`config.mk`:
```
export PLATFORM = sky130hd
export DESIGN_NAME = wdog_top
export DESIGN_NICKNAME = d
export VERILOG_FILES = /design/src/rtl/wdog_pkg.sv /design/src/rtl/wdog_cfg_latch.sv /design/src/rtl/wdog_prescaler.sv /design/src/rtl/wdog_counter.sv /design/src/rtl/wdog_status.sv /design/src/rtl/wdog_top.sv
export SDC_FILE = /design/constraint.sdc
export NUM_CORES = 1
export LEC_CHECK = 0
export BUFFER_PORTS_ARGS = -buffer_cell sky130_fd_sc_hd__buf_2
export CAP_MARGIN = 20
export CORE_ASPECT_RATIO = 1.4
export CORE_MARGIN = 8
export CORE_UTILIZATION = 40
export CTS_CLUSTER_SIZE = 24
export DETAILED_ROUTE_END_ITERATION = 6
export PLACE_DENSITY = 0.63
export SYNTH_ARGS = -nofsm -noshare
export SYNTH_HDL_FRONTEND = slang
export SYNTH_SLANG_ARGS = --single-unit
```
`constraint.sdc`:
```
create_clock -name clk -period 2.1 [get_ports clk]
set_input_delay 0.525 -clock clk [delete_from_list [all_inputs] [get_ports clk]]
set_output_delay 0.525 -clock clk [all_outputs]
set_load 0.005 [all_outputs]
```
`src/rtl/wdog_pkg.sv`:
```
package wdog_pkg;

  // Settings captured while the system is held in reset
  typedef struct packed {
    logic fast;   // 1: short timeout tap
    logic off;    // 1: reset request suppressed
  } wdog_cfg_t;

endpackage

```
`src/rtl/wdog_cfg_latch.sv`:
```
module wdog_cfg_latch
  import wdog_pkg::*;
(
  input  logic      clk,
  input  logic      rst_n,
  input  logic      load,
  input  wdog_cfg_t cfg_in,
  output wdog_cfg_t cfg_q
);

  // Configuration follows its inputs only while load (internal reset) is high
  always_ff @(posedge clk or negedge rst_n) begin
    if (!rst_n)    cfg_q <= '0;
    else if (load) cfg_q <= cfg_in;
  end

endmodule

```
`src/rtl/wdog_prescaler.sv`:
```
module wdog_prescaler #(
  parameter int PRE_W    = 12,
  parameter int FAST_TAP = 7,
  parameter int KEEP_W   = 4
) (
  input  logic             clk,
  input  logic             rst_n,
  input  logic             clr_all,
  input  logic             clr_upper,
  input  logic             fast,
  output logic             tick,
  output logic [PRE_W-1:0] count
);

  localparam int UP_W = PRE_W - KEEP_W;

  logic [KEEP_W-1:0] low_q;
  logic [UP_W-1:0]   up_q;
  logic              low_carry;
  logic              carry_fast;
  logic              carry_slow;

  assign low_carry = &low_q;

  // Low stages are never touched by a service write
  always_ff @(posedge clk or negedge rst_n) begin
    if (!rst_n)       low_q <= '0;
    else if (clr_all) low_q <= '0;
    else              low_q <= low_q + 1'b1;
  end

  // Upper stages: cleared by service, advanced by the low-stage carry
  always_ff @(posedge clk or negedge rst_n) begin
    if (!rst_n)                      up_q <= '0;
    else if (clr_all || clr_upper)   up_q <= '0;
    else if (low_carry)              up_q <= up_q + 1'b1;
  end

  assign count = {up_q, low_q};

  // Carry out of the selected stage: all stages below and at the tap are ones
  generate
    if (FAST_TAP <= KEEP_W) begin : g_tap_low
      assign carry_fast = &low_q[FAST_TAP-1:0];
    end else begin : g_tap_up
      assign carry_fast = low_carry & (&up_q[FAST_TAP-KEEP_W-1:0]);
    end
  endgenerate

  assign carry_slow = low_carry & (&up_q);
  assign tick       = fast ? carry_fast : carry_slow;

endmodule

```
`src/rtl/wdog_counter.sv`:
```
module wdog_counter #(
  parameter int WD_W = 6
) (
  input  logic            clk,
  input  logic            rst_n,
  input  logic            clr,
  input  logic            tick,
  output logic            wrap,
  output logic [WD_W-1:0] cnt
);

  always_ff @(posedge clk or negedge rst_n) begin
    if (!rst_n)    cnt <= '0;
    else if (clr)  cnt <= '0;
    else if (tick) cnt <= cnt + 1'b1;
  end

  // Carry out of the top stage; a clear in the same cycle wins
  assign wrap = tick & (&cnt) & ~clr;

endmodule

```
`src/rtl/wdog_status.sv`:
```
module wdog_status (
  input  logic clk,
  input  logic rst_n,
  input  logic wrap,
  input  logic off,
  input  logic hold,
  input  logic flag_clr,
  output logic pulse,
  output logic flag
);

  logic fire;

  assign fire = wrap & ~off & ~hold;

  always_ff @(posedge clk or negedge rst_n) begin
    if (!rst_n) begin
      pulse <= 1'b0;
      flag  <= 1'b0;
    end else begin
      pulse <= fire;
      flag  <= fire | (flag & ~flag_clr);
    end
  end

endmodule

```
`src/rtl/wdog_top.sv`:
```
module wdog_top
  import wdog_pkg::*;
#(
  parameter int PRE_W    = 12,
  parameter int FAST_TAP = 7,
  parameter int KEEP_W   = 4,
  parameter int WD_W     = 6,
  parameter int ADDR_W   = 16,
  parameter logic [ADDR_W-1:0] SVC_ADDR = '1
) (
  input  logic              clk,
  input  logic              rst_n,
  input  logic              sys_rst,
  input  logic              cfg_fast,
  input  logic              cfg_off,
  input  logic              vec_fetch,
  input  logic              wr_valid,
  output logic              wr_ready,
  input  logic [ADDR_W-1:0] wr_addr,
  input  logic              flag_clr,
  output logic              wd_reset,
  output logic              wd_flag
);

  wdog_cfg_t        cfg_in;
  wdog_cfg_t        cfg_q;
  logic             svc_hit;
  logic             cnt_clr;
  logic             tick;
  logic             wrap;
  logic [PRE_W-1:0] pre_cnt;
  logic [WD_W-1:0]  wd_cnt;

  assign wr_ready = 1'b1;
  assign svc_hit  = wr_valid & wr_ready & (wr_addr == SVC_ADDR);
  assign cnt_clr  = sys_rst | svc_hit | vec_fetch;

  assign cfg_in.fast = cfg_fast;
  assign cfg_in.off  = cfg_off;

  wdog_cfg_latch u_cfg (
    .clk    (clk),
    .rst_n  (rst_n),
    .load   (sys_rst),
    .cfg_in (cfg_in),
    .cfg_q  (cfg_q)
  );

  wdog_prescaler #(
    .PRE_W    (PRE_W),
    .FAST_TAP (FAST_TAP),
    .KEEP_W   (KEEP_W)
  ) u_pre (
    .clk       (clk),
    .rst_n     (rst_n),
    .clr_all   (sys_rst),
    .clr_upper (svc_hit),
    .fast      (cfg_q.fast),
    .tick      (tick),
    .count     (pre_cnt)
  );

  wdog_counter #(
    .WD_W (WD_W)
  ) u_cnt (
    .clk   (clk),
    .rst_n (rst_n),
    .clr   (cnt_clr),
    .tick  (tick),
    .wrap  (wrap),
    .cnt   (wd_cnt)
  );

  wdog_status u_stat (
    .clk      (clk),
    .rst_n    (rst_n),
    .wrap     (wrap),
    .off      (cfg_q.off),
    .hold     (sys_rst),
    .flag_clr (flag_clr),
    .pulse    (wd_reset),
    .flag     (wd_flag)
  );

endmodule

```
==> impl_results.md <==
- Status: finished clean
- Share of layout cells above drive strength 1: 0.2446
- Die area: 4683 sq um
- Power Density: between 500 and 600 nW/um^2
- Post-synthesis register bit count: 22
- Setup_tns: 0 ns
- Placed cells: ~170
- First-pass GRT wire length: around 3.9 mm
- Largest cells by area after synthesis: dfrtp_1, xnor2_1, ha_1
- Die height: between 70 and 80 um
- Met3 usage: 0.02145
- Initial antenna violation count: 0
- Crit share post-route: 0.9069
- Final core utilization: 0.4962
- Via count: 902
- Register area share after synthesis: 0.5040
- Fin crit period: 1.904 ns
- Overflow after GRT: 0
- TritonCTS buffer count: 3
- Avg Inst Size Synth: roughly 9.8 sq um
- Largest net degree at the start of global routing: 23
- Synth warn: 0
- Post-synth EDFFs: 0
- VDD IR-drop max: roughly 0.32 mV
- Vias per cell: approximately 5
- Post-CTS sizing: 0
- Post-route antenna net violation count: 0
- Logic pwr share: 0.074
- Synth unique cells: 29
- # diodes: 0
- Port buffer count: 25
- Pint: about 0.00057 W
- Worst Path Required: about 2.3 ns
- Seq pwr share: 0.607
- CP Capture Type: register
- CTS root buf: clkbuf_4
- Worst-path fanout max: 13
- P_sw: roughly 0.00016 W
- CTS Sinks: 22
- Vias in the first global route: around 960
- Core area: 2615 sq um
- Syn_nets: 140
- Routed wire length: 2.204 mm
- Worst skew pair latency: approximately 0.30 ns
- GRT met2 Usage: 0.1813
- Skew final: approximately 0.0045 ns
- Met1 track demand over resource: 0.1140
- FP Rows: 22
- TritonCTS clock tree: yes
- Fraction of registers with async set/reset: 1.000
- # nets final: between 150 and 200
- Switch share: 0.2152
- Layout area overhead: 18.79%
- # setup viols final: 0
- Post-route setup slack: between 0.15 and 0.2 ns
- Post-Syn Instances: approximately 110
- IO Count: 27
- Top-area cell type share of the netlist area: 0.5040
- Pre-CTS setup slack: between 0.2 and 0.25 ns
- H-tree depth: 1
- CTS clk-pin slew, worst paths: about 0.12 ns
- Final count of hold timing violations: 0
- # hold bufs at CTS: 0
- Fmax: roughly 0.53 GHz
- WP data arrival: approximately 2.1 ns
- Leakage: about 0.56 nW
- Setup repair bufs after CTS: 0
- Ys flop type: dfrtp_1
- Global routing's busiest layer: met2
- Pre-antenna DRT Iters: 4
- Final hold slack: approximately 0.15 ns
- CP Class: register to register
- Worst min path class: input port to async pin
- GRT Total Usage: 0.1044
- Drt drc: 0
- Hpwl dp: approximately 1.8 mm
- Post-synthesis cell area: 1092 sq um
- DIE WIDTH: ~60 um
- Final slew viol count: 0
- Clk network pwr share: 0.319
- RSZ-0062 raised after global routing: no
- Drt initial violations: 19
- Routability cong.: just over 0.8
- Critical Path Start Type: register
- # Max-Cap Violations: 0
- Initial Util: 0.4177
- Drt wl/cell: 12.59 um
- Clock buffer depth: 2
- Crit-path max cell delay: ~0.57 ns
- Leading area contributor after synthesis: dfrtp_1
- CP cell instances: ha_1, nand2_1, o41a_1, or4_1, o22ai_1
- Final std cells w/o fill: approximately 180
- Crit path max-delay cell type: or4_1
worst paths after layout:
kind,start,to,slack (ns),cells past startpoint
worst max-delay path,u_pre.up_q[0]$_DFFE_PN0P_,u_stat.flag$_DFF_PN0_,0.20,5
worst min-delay path,rst_n,u_cnt.cnt[4]$_DFFE_PN0P_,0.15,1
worst max register to register,u_pre.up_q[0]$_DFFE_PN0P_,u_stat.flag$_DFF_PN0_,0.20,5
worst min register to register,u_pre.low_q[0]$_DFF_PN0_,u_pre.low_q[0]$_DFF_PN0_,0.46,1
max in group asynchronous,rst_n,u_pre.up_q[5]$_DFFE_PN0P_,1.62,1
min in group clk,flag_clr,u_stat.flag$_DFF_PN0_,0.39,2
power groups by stage:
stage / Sequential (W) / Combinational, W / Clock [W]
detailed placement: 0.000446 / 0.0000550 / 0
global route: 0.000439 / 0.0000617 / 0.000258
floorplan: 0.000445 / 0.0000209 / 0
CTS: 0.000438 / 0.0000553 / 0.000241
finish: 0.000438 / 0.0000531 / 0.000230
global placement: 0.000446 / 0.0000535 / 0
stage by stage:
| stage | cell area (sq um) | power [W] |
|---|---|---|
| after global placement | 1261 | 0.0004994 |
| after CTS | 1297 | 0.0007340 |
| after global routing | 1297 | 0.0007590 |
| final | 1297 | 0.0007206 |
| after floorplan | 1092 | 0.0004656 |
| after detailed placement | 1261 | 0.0005012 |
flip-flops by register name (all words and copies together), names as in the netlist:
register,count
u_cfg.cfg_q,2
u_stat.flag,1
u_stat.pulse,1
u_pre.up_q,8
u_cnt.cnt,6
u_pre.low_q,4
area by class of cell:
type                    instances  area (sq um)
clock buffers                   4         36.28
fillers                       253          1318
inverters                       4         15.01
multi-input cells              81         503.0
flip-flops and latches         22         550.5
well taps                      36         45.04
repair buffers                 28         147.6
critical path, delay by kind of cell (launching register included):
kind                     cells  cell delay, ns
AND/OR/NAND/NOR              2            0.63
AO/OA/AOI/OAI                2            0.57
flip-flops                   1            0.43
adder cells (fa/ha/maj)      1            0.22
synth_stat cells (all sizes together) (3+ instances only):
master and n:
dfrtp 22, nor4 3, a21oi 8, nand3 7, inv 4, nand4 4, o31ai 3, nor2 11
or4 5, xnor2 6, clkbuf 3, ha 4, o21ai 4, nand2 10
layer usage:
metal / part of all wire / vias up / routed length, um
met3: 0.054 / 4 / 120
li1: - / 449 / -
met5: 0 / - / 0
met4: 0.019 / 0 / 42
met2: 0.50 / 28 / 1100
met1: 0.43 / 421 / 942
kinds of logic after synthesis:
| group | synth area share |
|---|---|
| adders and majority gates | 0.04582 |
| DFF | 0.5040 |
| xor gates and xnor gates | 0.06415 |
| and+or+nand+nor | 0.2280 |
| muxes | 0.02062 |
| AOI/OAI and AO/OA | 0.09851 |
| buffers and inverters | 0.03550 |
| other | 0.003433 |
cells in the final DEF (no fill, tap or decap):
| cell type | Yosys | layout |
|---|---|---|
| and4_1 | 1 | 1 |
| o21ai_1 | 1 | 1 |
| xnor2_1 | 6 | 6 |
| nor2b_1 | 1 | 1 |
| nor4_1 | 3 | 3 |
| nor2_1 | 11 | 11 |
| o31ai_1 | 3 | 3 |
| or3_1 | 2 | 2 |
| nand4_1 | 4 | 4 |
| nand3_1 | 7 | 7 |
| o22ai_1 | 1 | 1 |
| or4_1 | 5 | 5 |
| buf_2 | 1 | 25 |
| conb_1 | 1 | 1 |
| o41a_1 | 1 | 1 |
| clkbuf_8 | 0 | 1 |
| nand2_1 | 10 | 10 |
| and3_1 | 1 | 1 |
| clkbuf_4 | 0 | 3 |
| buf_4 | 1 | 3 |
| mux2_2 | 2 | 2 |
| inv_1 | 4 | 4 |
| xor2_1 | 2 | 2 |
| nor3_1 | 1 | 1 |
| a21oi_1 | 8 | 8 |
| o21bai_1 | 1 | 1 |
| o21ai_0 | 3 | 3 |
| dfrtp_1 | 22 | 22 |
| nand3b_1 | 2 | 2 |
| ha_1 | 4 | 4 |
(Power assumes the default switching activity.)
